===== config.mk =====
export PLATFORM = sky130hd
export DESIGN_NAME = irq_nest_ctrl
export DESIGN_NICKNAME = d
export VERILOG_FILES = /design/src/rtl/irq_nest_pkg.sv /design/src/rtl/irq_src_bank.sv /design/src/rtl/irq_arbiter.sv /design/src/rtl/irq_nest_stack.sv /design/src/rtl/irq_nest_ctrl.sv
export SDC_FILE = /design/constraint.sdc
export NUM_CORES = 2
export LEC_CHECK = 0
export CELL_PAD_IN_SITES_DETAIL_PLACEMENT = 1
export CELL_PAD_IN_SITES_GLOBAL_PLACEMENT = 2
export CORE_MARGIN = 2
export CORE_UTILIZATION = 40
export CTS_CLUSTER_DIAMETER = 30
export CTS_CLUSTER_SIZE = 20
export DETAILED_ROUTE_END_ITERATION = 6
export PLACE_DENSITY_LB_ADDON = 0.1
export SLEW_MARGIN = 20
export SYNTH_ARGS = -nofsm -noshare
export SYNTH_HDL_FRONTEND = slang
export SYNTH_SLANG_ARGS = --single-unit
export TNS_END_PERCENT = 100

===== constraint.sdc =====
create_clock -name clk -period 76.4 [get_ports clk]
set_input_delay 15.28 -clock clk [delete_from_list [all_inputs] [get_ports clk]]
set_output_delay 15.28 -clock clk [all_outputs]
set_load 0.005 [all_outputs]

===== src/rtl/irq_nest_pkg.sv =====
package irq_nest_pkg;

    // Register byte offsets; software decodes these, so they are fixed.
    localparam int OFF_IVEC = 'h100;
    localparam int OFF_CUR  = 'h108;
    localparam int OFF_PEND = 'h10C;
    localparam int OFF_MASK = 'h110;
    localparam int OFF_EN   = 'h120;
    localparam int OFF_DIS  = 'h124;
    localparam int OFF_CLR  = 'h128;
    localparam int OFF_SET  = 'h12C;
    localparam int OFF_EOI  = 'h130;
    localparam int OFF_SPUR = 'h134;

    // Trigger type field of a mode word.
    typedef enum logic [1:0] {
        TRIG_LVL_LO = 2'd0,
        TRIG_FALL   = 2'd1,
        TRIG_LVL_HI = 2'd2,
        TRIG_RISE   = 2'd3
    } trig_e;

    // Occupancy state of the nesting stack.
    typedef enum logic [1:0] {
        NEST_EMPTY = 2'd0,
        NEST_OPEN  = 2'd1,
        NEST_FULL  = 2'd2
    } nest_e;

endpackage


===== src/rtl/irq_src_bank.sv =====
module irq_src_bank
    import irq_nest_pkg::*;
#(
    parameter int NSRC = 32
) (
    input  logic                  clk,
    input  logic                  rst_n,
    input  logic [NSRC-1:0]       src_in,
    input  logic [NSRC-1:0][1:0]  trig,
    input  logic [NSRC-1:0]       set_mask,
    input  logic [NSRC-1:0]       clr_mask,
    input  logic [NSRC-1:0]       ack_mask,
    output logic [NSRC-1:0]       pend
);

    for (genvar g = 0; g < NSRC; g++) begin : g_src
        logic prev_q;
        logic latch_q;
        logic edge_evt;
        logic lvl_act;

        always_comb begin
            edge_evt = 1'b0;
            lvl_act  = 1'b0;
            unique case (trig_e'(trig[g]))
                TRIG_LVL_LO: lvl_act  = ~src_in[g];
                TRIG_FALL:   edge_evt = prev_q & ~src_in[g];
                TRIG_LVL_HI: lvl_act  = src_in[g];
                TRIG_RISE:   edge_evt = ~prev_q & src_in[g];
            endcase
        end

        // A new edge or a force overrides a clear or an acknowledge in the same cycle.
        always_ff @(posedge clk or negedge rst_n) begin
            if (!rst_n) begin
                prev_q  <= 1'b0;
                latch_q <= 1'b0;
            end else begin
                prev_q  <= src_in[g];
                latch_q <= (latch_q & ~clr_mask[g] & ~ack_mask[g]) | edge_evt | set_mask[g];
            end
        end

        assign pend[g] = latch_q | lvl_act;

        AST_SET_BEATS_CLEAR: assert property (@(posedge clk) disable iff (!rst_n)
            (edge_evt || set_mask[g]) |=> pend[g]);
    end

endmodule


===== src/rtl/irq_arbiter.sv =====
module irq_arbiter #(
    parameter int NSRC   = 32,
    parameter int PRIO_W = 3,
    localparam int SRC_W = $clog2(NSRC)
) (
    input  logic [NSRC-1:0]             cand,
    input  logic [NSRC-1:0][PRIO_W-1:0] prio,
    output logic                        found,
    output logic [SRC_W-1:0]            win_idx,
    output logic [PRIO_W-1:0]           win_prio
);

    // Strictly-greater update keeps the lowest index on a tie.
    always_comb begin
        found    = 1'b0;
        win_idx  = '0;
        win_prio = '0;
        for (int i = 0; i < NSRC; i++) begin
            if (cand[i] && (!found || prio[i] > win_prio)) begin
                found    = 1'b1;
                win_idx  = SRC_W'(i);
                win_prio = prio[i];
            end
        end
    end

endmodule


===== src/rtl/irq_nest_stack.sv =====
module irq_nest_stack
    import irq_nest_pkg::*;
#(
    parameter int DEPTH  = 8,
    parameter int SRC_W  = 5,
    parameter int PRIO_W = 3,
    localparam int CNT_W = $clog2(DEPTH + 1)
) (
    input  logic              clk,
    input  logic              rst_n,
    input  logic              push,
    input  logic              pop,
    input  logic [SRC_W-1:0]  push_src,
    input  logic [PRIO_W-1:0] push_prio,
    output logic              empty,
    output logic [SRC_W-1:0]  top_src,
    output logic [PRIO_W-1:0] top_prio,
    output logic [CNT_W-1:0]  level
);

    nest_e             state_q, state_d;
    logic [CNT_W-1:0]  cnt_q;
    logic [SRC_W-1:0]  src_q  [DEPTH];
    logic [PRIO_W-1:0] prio_q [DEPTH];
    logic              do_push, do_pop;
    logic [CNT_W-1:0]  top_idx;

    assign do_push = push && (state_q != NEST_FULL);
    assign do_pop  = pop  && (state_q != NEST_EMPTY);

    // State register.
    always_ff @(posedge clk or negedge rst_n) begin
        if (!rst_n) state_q <= NEST_EMPTY;
        else        state_q <= state_d;
    end

    // Transitions: PUSH and POP.
    always_comb begin
        state_d = state_q;
        unique case (state_q)
            NEST_EMPTY: if (do_push) state_d = (DEPTH == 1) ? NEST_FULL : NEST_OPEN;
            NEST_OPEN: begin
                if (do_push && cnt_q == CNT_W'(DEPTH - 1)) state_d = NEST_FULL;
                else if (do_pop && cnt_q == CNT_W'(1))     state_d = NEST_EMPTY;
            end
            NEST_FULL:  if (do_pop) state_d = (DEPTH == 1) ? NEST_EMPTY : NEST_OPEN;
            default:    state_d = NEST_EMPTY;
        endcase
    end

    // Stack storage and level counter.
    always_ff @(posedge clk or negedge rst_n) begin
        if (!rst_n) begin
            cnt_q <= '0;
            for (int i = 0; i < DEPTH; i++) begin
                src_q[i]  <= '0;
                prio_q[i] <= '0;
            end
        end else if (do_push) begin
            src_q[cnt_q]  <= push_src;
            prio_q[cnt_q] <= push_prio;
            cnt_q         <= cnt_q + CNT_W'(1);
        end else if (do_pop) begin
            cnt_q <= cnt_q - CNT_W'(1);
        end
    end

    // Outputs.
    always_comb begin
        empty    = (state_q == NEST_EMPTY);
        top_idx  = empty ? '0 : cnt_q - CNT_W'(1);
        top_src  = src_q[top_idx];
        top_prio = prio_q[top_idx];
        level    = cnt_q;
    end

    AST_NO_OVERFLOW:   assert property (@(posedge clk) disable iff (!rst_n)
        push |-> state_q != NEST_FULL);
    AST_UNDERFLOW_HOLD: assert property (@(posedge clk) disable iff (!rst_n)
        (pop && state_q == NEST_EMPTY) |=> state_q == NEST_EMPTY);
    AST_PUSH_STEP:     assert property (@(posedge clk) disable iff (!rst_n)
        (push && !pop) |=> cnt_q == $past(cnt_q) + CNT_W'(1));
    AST_STATE_COUNT:   assert property (@(posedge clk) disable iff (!rst_n)
        (state_q == NEST_EMPTY) == (cnt_q == '0));

endmodule


===== src/rtl/irq_nest_ctrl.sv =====
module irq_nest_ctrl
    import irq_nest_pkg::*;
#(
    parameter int NSRC   = 32,
    parameter int PRIO_W = 3,
    parameter int DEPTH  = 8,
    parameter int DW     = 32,
    parameter int AW     = 9
) (
    input  logic            clk,
    input  logic            rst_n,
    input  logic [NSRC-1:0] src_in,
    input  logic            bus_sel,
    input  logic            bus_wr,
    input  logic [AW-1:0]   bus_addr,
    input  logic [DW-1:0]   bus_wdata,
    output logic [DW-1:0]   bus_rdata,
    output logic            irq_out
);

    localparam int SRC_W = $clog2(NSRC);
    localparam int RGN_W = AW - SRC_W - 2;
    localparam int CNT_W = $clog2(DEPTH + 1);

    logic [NSRC-1:0][PRIO_W-1:0] mode_prio;
    logic [NSRC-1:0][1:0]        mode_trig;
    logic [DW-1:0]               vec_q [NSRC];
    logic [NSRC-1:0]             en_q;
    logic [DW-1:0]               spur_q;

    logic              wr_hit, rd_vec;
    logic [RGN_W-1:0]  region;
    logic [SRC_W-1:0]  idx;
    logic              in_mode, in_vec;
    logic [NSRC-1:0]   set_mask, clr_mask, ack_mask, pend;
    logic              found, qualify, push, pop;
    logic [SRC_W-1:0]  win_idx, top_src;
    logic [PRIO_W-1:0] win_prio, top_prio;
    logic              empty;
    logic [CNT_W-1:0]  level;

    // Address decode.
    assign wr_hit  = bus_sel && bus_wr;
    assign region  = bus_addr[AW-1:SRC_W+2];
    assign idx     = bus_addr[SRC_W+1:2];
    assign in_mode = (region == RGN_W'(0));
    assign in_vec  = (region == RGN_W'(1));
    assign rd_vec  = bus_sel && !bus_wr && (bus_addr == AW'(OFF_IVEC));
    assign pop     = wr_hit && (bus_addr == AW'(OFF_EOI));

    assign set_mask = (wr_hit && bus_addr == AW'(OFF_SET)) ? bus_wdata[NSRC-1:0] : '0;
    assign clr_mask = (wr_hit && bus_addr == AW'(OFF_CLR)) ? bus_wdata[NSRC-1:0] : '0;

    // Configuration registers.
    always_ff @(posedge clk or negedge rst_n) begin
        if (!rst_n) begin
            en_q   <= '0;
            spur_q <= '0;
            for (int i = 0; i < NSRC; i++) begin
                mode_prio[i] <= '0;
                mode_trig[i] <= TRIG_LVL_HI;
                vec_q[i]     <= '0;
            end
        end else if (wr_hit) begin
            if (in_mode) begin
                mode_prio[idx] <= bus_wdata[PRIO_W-1:0];
                mode_trig[idx] <= bus_wdata[6:5];
            end else if (in_vec) begin
                vec_q[idx] <= bus_wdata;
            end else if (bus_addr == AW'(OFF_EN)) begin
                en_q <= en_q | bus_wdata[NSRC-1:0];
            end else if (bus_addr == AW'(OFF_DIS)) begin
                en_q <= en_q & ~bus_wdata[NSRC-1:0];
            end else if (bus_addr == AW'(OFF_SPUR)) begin
                spur_q <= bus_wdata;
            end
        end
    end

    irq_src_bank #(.NSRC(NSRC)) u_bank (
        .clk      (clk),
        .rst_n    (rst_n),
        .src_in   (src_in),
        .trig     (mode_trig),
        .set_mask (set_mask),
        .clr_mask (clr_mask),
        .ack_mask (ack_mask),
        .pend     (pend)
    );

    irq_arbiter #(.NSRC(NSRC), .PRIO_W(PRIO_W)) u_arb (
        .cand     (pend & en_q),
        .prio     (mode_prio),
        .found    (found),
        .win_idx  (win_idx),
        .win_prio (win_prio)
    );

    assign qualify = found && (empty || win_prio > top_prio);
    assign push    = rd_vec && qualify;

    always_comb begin
        ack_mask = '0;
        if (push) ack_mask[win_idx] = 1'b1;
    end

    irq_nest_stack #(.DEPTH(DEPTH), .SRC_W(SRC_W), .PRIO_W(PRIO_W)) u_stack (
        .clk       (clk),
        .rst_n     (rst_n),
        .push      (push),
        .pop       (pop),
        .push_src  (win_idx),
        .push_prio (win_prio),
        .empty     (empty),
        .top_src   (top_src),
        .top_prio  (top_prio),
        .level     (level)
    );

    assign irq_out = qualify;

    // Read mux.
    always_comb begin
        bus_rdata = '0;
        if (in_mode) begin
            bus_rdata = DW'({mode_trig[idx], 2'b00, mode_prio[idx]});
        end else if (in_vec) begin
            bus_rdata = vec_q[idx];
        end else if (bus_addr == AW'(OFF_IVEC)) begin
            bus_rdata = qualify ? vec_q[win_idx] : spur_q;
        end else if (bus_addr == AW'(OFF_CUR)) begin
            bus_rdata = empty ? '0 : DW'(top_src);
        end else if (bus_addr == AW'(OFF_PEND)) begin
            bus_rdata = DW'(pend);
        end else if (bus_addr == AW'(OFF_MASK)) begin
            bus_rdata = DW'(en_q);
        end else if (bus_addr == AW'(OFF_SPUR)) begin
            bus_rdata = spur_q;
        end
    end

    AST_IRQ_NEEDS_ENABLE: assert property (@(posedge clk) disable iff (!rst_n)
        irq_out |-> |(pend & en_q));
    AST_PUSH_RECORDS:     assert property (@(posedge clk) disable iff (!rst_n)
        push |=> (!empty && top_src == $past(win_idx) && top_prio == $past(win_prio)));
    AST_SPUR_NO_PUSH:     assert property (@(posedge clk) disable iff (!rst_n)
        (rd_vec && !irq_out) |=> $stable(level));
    AST_NEST_RAISES:      assert property (@(posedge clk) disable iff (!rst_n)
        (push && !empty) |=> top_prio > $past(top_prio));

endmodule


Word level (Yosys, flattened, before mapping)
Cells that the tools add are included.
Storage, ports and cells
  register bits: 1382
  input bits: 77
  output and inout bits: 33
  logic and storage cells: 1070
Operators by class
  $add $sub $neg: 2
  order comparisons: 42
  eq/ne operators: 115
  mux-type cells: 214
  bitwise operators: 364
  reduce and logical (&&, ||, !) cells: 153
Operators by type and width (number)
  $bwmux 1024: 1
  $mux 32: 18
  $bmux 32 s5: 2
  $demux 32 s5: 1
  $not 1->1: 132
  $eq 2x2->1 const B: 65
  $and 1x1->1: 128
  $pmux 1 s2: 64
  $mux 3: 41
  $mux 5: 20
  $bwmux 96: 1
  $gt 3x3->1: 32
  $or 1x1->1: 96
  $eq 9x9->1 const B: 10
  $eq 2x1->1 const B: 34
  $logic_not 2->1: 34
  $and 32x32->32: 2
  $bwmux 64: 1
  $logic_and 1x1->1: 47
  $mux 4: 11
  $bwmux 40: 1
  $mux 1: 34
  $logic_not 1->1: 32
  $logic_or 1x1->1: 32
  34 further kinds: 51

Logic depth before layout (Yosys ltp)
  depth in word-level cells: 138
  mapped depth: 306
  gate-level depth less buffers: 290

By module
A second synthesis with hierarchy kept.
Second synthesis, totals
  cells, all modules: 5853
  area total of the unflattened synthesis: 77292.9 um^2
By module, submodules not included
  irq_nest_ctrl: instances 1, cells each 4586, area an instance 65749.3 um^2, sequential area each 31270.0 um^2
  irq_arbiter: instances 1, cells each 700, area an instance 4704.5 um^2, sequential area each 0.0 um^2
  irq_nest_stack: instances 1, cells each 311, area an instance 3595.9 um^2, sequential area each 1751.7 um^2
  irq_src_bank: instances 1, cells each 256, area an instance 3243.1 um^2, sequential area each 1601.5 um^2

Worst setup path after synthesis
Ideal clock, no wire load.
  path kind: input port to output port
  start: in src_in[0]
  end: out bus_rdata[29]
  data arrival time: 61523 ps
  required time: 61120 ps
  path slack: -403 ps
  stages on the path: 271
  cells stage by stage: xor2_1 o21ai_4 and2_1 ha_1 nand3_1 o21ai_0 o21ai_1 a32o_1 inv_1 ha_1 nor2b_1 o21ai_0 a32oi_1 o21a_1 o21ai_0 ha_1 nor2b_1 o21ai_0 [235 not listed] nor2b_1 clkbuf_1 clkbuf_1 clkbuf_1 nor2_1 a21oi_1 inv_1 ha_1 a21oi_1 a31oi_1 o22ai_1 inv_1 clkbuf_1 clkbuf_1 o2111ai_1 nor4_1 o2111ai_1 o31ai_1
RTL lines
  from (decl): line irq_nest_ctrl.sv:12  | input logic [NSRC-1:0] src_in,
  $not 1->1: line irq_src_bank.sv:26  | TRIG_LVL_LO: lvl_act = ~src_in[g];
  $pmux 1 s2 *: line irq_src_bank.sv:25  | unique case (trig_e'(trig[g]))
  $or 1x1->1 *: line irq_src_bank.sv:44  | assign pend[g] = latch_q | lvl_act;
  $and 32x32->32 *: line irq_nest_ctrl.sv:92  | .cand (pend & en_q),
  $mux 3 / $mux 1 (equally long branches): line irq_arbiter.sv:19  | if (cand[i] && (!found || prio[i] > win_prio)) begin
  $gt 3x3->1 / $logic_not 1->1 (equally long branches): line irq_arbiter.sv:19
  $logic_or 1x1->1: line irq_arbiter.sv:19
  $logic_and 1x1->1: line irq_arbiter.sv:19
  [121 not listed]
  named net u_arb.win_prio[2]: line irq_arbiter.sv:10  | output logic [PRIO_W-1:0] win_prio
  $gt 3x3->1 *: line irq_nest_ctrl.sv:99  | assign qualify = found && (empty || win_prio > top_prio);
  $logic_or 1x1->1 *: line irq_nest_ctrl.sv:99
  $logic_and 1x1->1 *: line irq_nest_ctrl.sv:99
  named net irq_out: line irq_nest_ctrl.sv:18  | output logic irq_out
  $mux 32 *: line irq_nest_ctrl.sv:130  | bus_rdata = qualify ? vec_q[win_idx] : spur_q;
  $mux 32 *: line irq_nest_ctrl.sv:129  | end else if (bus_addr == AW'(OFF_IVEC)) begin
  $mux 32 *: line irq_nest_ctrl.sv:127  | end else if (in_vec) begin
  $mux 32 *: line irq_nest_ctrl.sv:125  | if (in_mode) begin
  to (decl): line irq_nest_ctrl.sv:17  | output logic [DW-1:0] bus_rdata,
Mark *: on every way through the listed nets, which the timed path passes. The rest lies on a longest branch. The select of a mux whose other input is x is not followed.

Worst setup path after layout
  start: in src_in[0]
  end: out bus_rdata[17]
On the way
  longest elaborated chain between the ends: 137
Ends and longest elaborated chain (line)
  $not 1->1: irq_src_bank.sv:26
  $pmux 1 s2 *: irq_src_bank.sv:25
  $or 1x1->1 *: irq_src_bank.sv:44
  $and 32x32->32 *: irq_nest_ctrl.sv:92
  $mux 3 / $mux 1 (equally long branches): irq_arbiter.sv:19
  $gt 3x3->1 / $logic_not 1->1 (equally long branches): irq_arbiter.sv:19
  $logic_or 1x1->1: irq_arbiter.sv:19
  $logic_and 1x1->1: irq_arbiter.sv:19
  [120 not listed]
  $mux 5: irq_arbiter.sv:19
  $not 5->6 (implied by the code): irq_nest_ctrl.sv:130
  $bmux 32 s5: irq_nest_ctrl.sv:130
  $mux 32 (implied by the code) (2 in series): irq_nest_ctrl.sv:130
  $mux 32 *: irq_nest_ctrl.sv:130
  $mux 32 *: irq_nest_ctrl.sv:129
  $mux 32 *: irq_nest_ctrl.sv:127
  $mux 32 *: irq_nest_ctrl.sv:125
Every way passes the cells marked *; elsewhere a longest branch is shown, timed or not. The select of a mux whose other input is x is not followed.

==> summary.md <==
| Metric | Value |
|---|---|
| Sw Ratio | `30.3%` |
| Reg2reg end | `u_stack.prio_q[6]` |
| Critical Path Fanout Max | `6` |
| YS warnings | `0` |
| CTS tree | `built` |
| Crit path capture type | `output port` |
| CP Class | `input port to output port` |
| Setup Viol. Count Final | `0` |
| Worst Path Required | `around 61 ns` |
| Synth Flop Type | `dfrtp_1` |
| DP Worst Slack | `-2.23 ns` |
| H-Tree Depth | `5` |
| Critical Path Source Type | `input port` |
| Die width | `about 440 µm` |
| Register-to-register setup slack | `30.85 ns` |
| Clock power frac | `53.0%` |
| R2R cell count | `about 280` |
| Synth Net Count | `just under 7000` |
| Core ar. | `a little under 200000 µm²` |
| Placed Cells | `9281` |
| Initial antenna violation count | `30` |
| GRT Total Usage | `around two fifths` |
| Pint | `between 2000 and 2500 µW` |
| Initial Util | `a little over 40%` |
| Io pins | `110` |
| Logic pwr share | `21.3%` |
| Final Critical Period | `75.05 ns` |
| Synth top area cells | `dfrtp_1 (43%), mux2_2 (18%), mux4_2 (9.0%)` |
| Cell repeated most along the worst path | `buf_4` |
| Ys async rst share | `100%` |
| Power per cell area | `31.3 nW/µm²` |
| Post-synth top area cell | `dfrtp_1` |
| Final period util | `between 90% and 100%` |
| Rows | `about 160` |
| Static leakage | `around 0.045 µW` |
| Switching power | `950 µW` |
| Setup ws final | `around 1.4 ns` |
| DR vias | `just under 70000` |
| Status | `finished clean` |
| Worst Setup EP | `bus_rdata[17]` |
| Max clock buf depth | `4` |
| DRC viols | `0` |
| Area Overhead vs Synth | `29.0%` |
| Slew Limit Headroom | `between 10% and 20%` |
| Top post-synthesis cells by count | `dfrtp_1 (1350), mux2_2 (1256), nand2_1 (763), clkbuf_1 (349), mux4_2 (311)` |
| Top-count cell post-synth | `dfrtp_1` |
| Clock transition at path regs | `0.04 ns` |
| CTS sink cnt | `about 1400` |
| Area share of the largest cell type after synthesis | `a little over two fifths` |
| Finished Layout Cells | `~10000` |
| Max Freq | `roughly 0.013 GHz` |
| Slew Limit Fails | `0` |
| Root Buffer | `clkbuf_16` |
| Launching point of the worst reg2reg path | `mode_trig[1]` |
| Wirelength per Cell | `39.1 µm` |
| Critical path's slowest cell | `or4_4` |
| NumNets Final | `7470` |
| Routed wire length | `a little under 400 mm` |
| CTS Buf Count | `390` |
| Clock Latency Late Sink | `0.96 ns` |
| Port Buffer Count | `roughly 110` |
| MaxCap Viol Count | `0` |
| VDD IR-drop max | `0.0000291 V` |
| Slowest stage delay, CP | `about 0.55 ns` |
| Grt total ovfl | `0` |
| Final Skew | `approximately 0.061 ns` |
| Flops & latches, synth | `1382` |
| Seq/Total Area, Yosys | `~45%` |
| Share of cells above drive strength 1 | `a little over two fifths` |
| Routed Antenna Nets | `0` |
| DRT iter0 DRCs | `approximately 6900` |
| Drt first pass iters | `6` |
| Placed instance area | `83500 µm²` |
| Cell Area, Synth | `between 70000 and 80000 µm²` |
| Gp weighted congestion | `0.969` |
| Fin area | `~100000 µm²` |
| Library cells used by synthesis | `about 120` |
| Hold Path Class | `flop to flop` |
| Final Hold Viols | `0` |
| Vias in the first global route | `68590` |
| Die Y | `~440 µm` |
| Mapped Cells | `6780` |
| Worst-margin pin slew | `between 1 and 1.5 ns` |
| Global-route wire length before repair | `between 500 and 600 mm` |
| Post-DP HPWL | `approximately 260 mm` |
| Crit path DAT | `59.77 ns` |
| Largest net degree at the start of global routing | `about 170` |
| Crit. Startpoint | `src_in[0]` |
| Vias per cell | `between 6 and 7` |
| Post-synth EDFFs | `0` |
| Synthesized area per cell | `11.5 µm²` |
| Reg power frac | `25.7%` |
| Die area | `198000 µm²` |
## layout by cell type (no fill, tap or decap), types with 45 or more instances in the layout
cell	count
nor2_1	230
nor3_1	66
clkbuf_8	81
dfrtp_1	1350
mux4_2	311
clkinv_2	79
ha_1	45
mux2_2	1252
clkbuf_16	395
bufinv_16	50
a22oi_1	64
clkbuf_1	63
a21oi_2	52
a31oi_1	71
a21oi_1	192
nand3_1	142
nand2_1	726
inv_1	80
clkdlybuf4s50_1	72
o21ai_0	243
o22ai_1	121
buf_4	541
mux2i_1	181
## power by group through the flow
stage / combinational (µW) / sequential [µW] / clock [µW]
3_3_place_gp: 564 / 812 / 0
3_5_place_dp: 569 / 814 / 0
5_1_grt: 683 / 810 / 1720
2_1_floorplan: 301 / 801 / 0
6_report: 667 / 807 / 1660
4_1_cts: 590 / 805 / 1670
## per-layer routing
| layer | vias to the layer above | wire [µm] | global-route usage, % | part of all wire, % |
|---|---|---|---|---|
| li1 | 26670 | - | - | - |
| met1 | 35847 | 157000 | 51.0 | 40 |
| met2 | 3809 | 175000 | 59.2 | 44 |
| met3 | 1182 | 38400 | 10.6 | 9.7 |
| met4 | 12 | 26300 | 22.1 | 6.6 |
| met5 | - | 268 | 0.586 | 0.067 |
## registers in the layout (all words and copies together), names as in the netlist, 24 cells and up, named ones only
| name | cells |
|---|---|
| u_bank.g_src.latch_q | 32 |
| mode_trig | 64 |
| u_bank.g_src.prev_q | 32 |
| vec_q | 1024 |
| u_stack.src_q | 40 |
| spur_q | 32 |
| u_stack.prio_q | 24 |
| mode_prio | 96 |
## per-stage QoR
step	TNS [ns]	util [%]	power, µW	hold WS [ns]
5_1_grt	-21.36	52.0	3210	0.510
3_3_place_gp	-19.91	43.3	1380	0.457
3_5_place_dp	-67.70	43.3	1380	0.471
2_1_floorplan	0	-	1100	0.442
6_report	0	52.0	3140	0.477
4_1_cts	0	50.7	3070	0.479
## worst min path at each step
| stage | start | cells after the start | end |
|---|---|---|---|
| floorplan | u_stack.src_q[31] | 2 | u_stack.src_q[31] |
| global placement | u_stack.src_q[31] | 2 | u_stack.src_q[31] |
| detailed placement | u_stack.src_q[32] | 2 | u_stack.src_q[32] |
| CTS | u_stack.src_q[32] | 2 | u_stack.src_q[32] |
| global route | u_stack.src_q[32] | 2 | u_stack.src_q[32] |
| finish | u_stack.src_q[31] | 2 | u_stack.src_q[31] |
## area by class of cell
cell class | count | area (µm²)
clock buffers | 538 | 11200
well taps | 2526 | 3160
clock inverters | 161 | 2200
fillers | 19560 | 92500
flip-flops and latches | 1382 | 34600
repair buffers | 696 | 6000
multi-input cells | 4756 | 42700
diodes | 15 | 37.5
inverters | 91 | 347
## critical path, delay by kind of cell
family / cells / cell delay (ns)
AO/OA/AOI/OAI: 126 / 19.18
buffers and inverters: 62 / 8.60
adder cells (fa/ha/maj): 30 / 7.93
AND/OR/NAND/NOR: 51 / 7.43
multiplexers: 5 / 1.10
XOR/XNOR: 1 / 0.15
## cell families after synthesis
| kind of cell | after synthesis | share of synthesized area, % |
|---|---|---|
| simple gates | 1592 | 9.32 |
| fa+ha+maj | 78 | 1.25 |
| compound gates | 1297 | 11.4 |
| xor+xnor | 30 | 0.338 |
| buf+inv | 645 | 3.54 |
| flops | 1382 | 44.5 |
| mux | 1756 | 29.6 |
## timing repair
action / in CTS / in global routing
endpoints found under the setup margin: 33 / 33
hold buffers: 0 / 0
pin swaps: 34 / 196
resized for setup: 71 / 410
endpoints found under the hold margin: 0 / 0
buffers inserted: 69 / 97
gates cloned: 1 / 3
(Power assumes the default switching activity.)
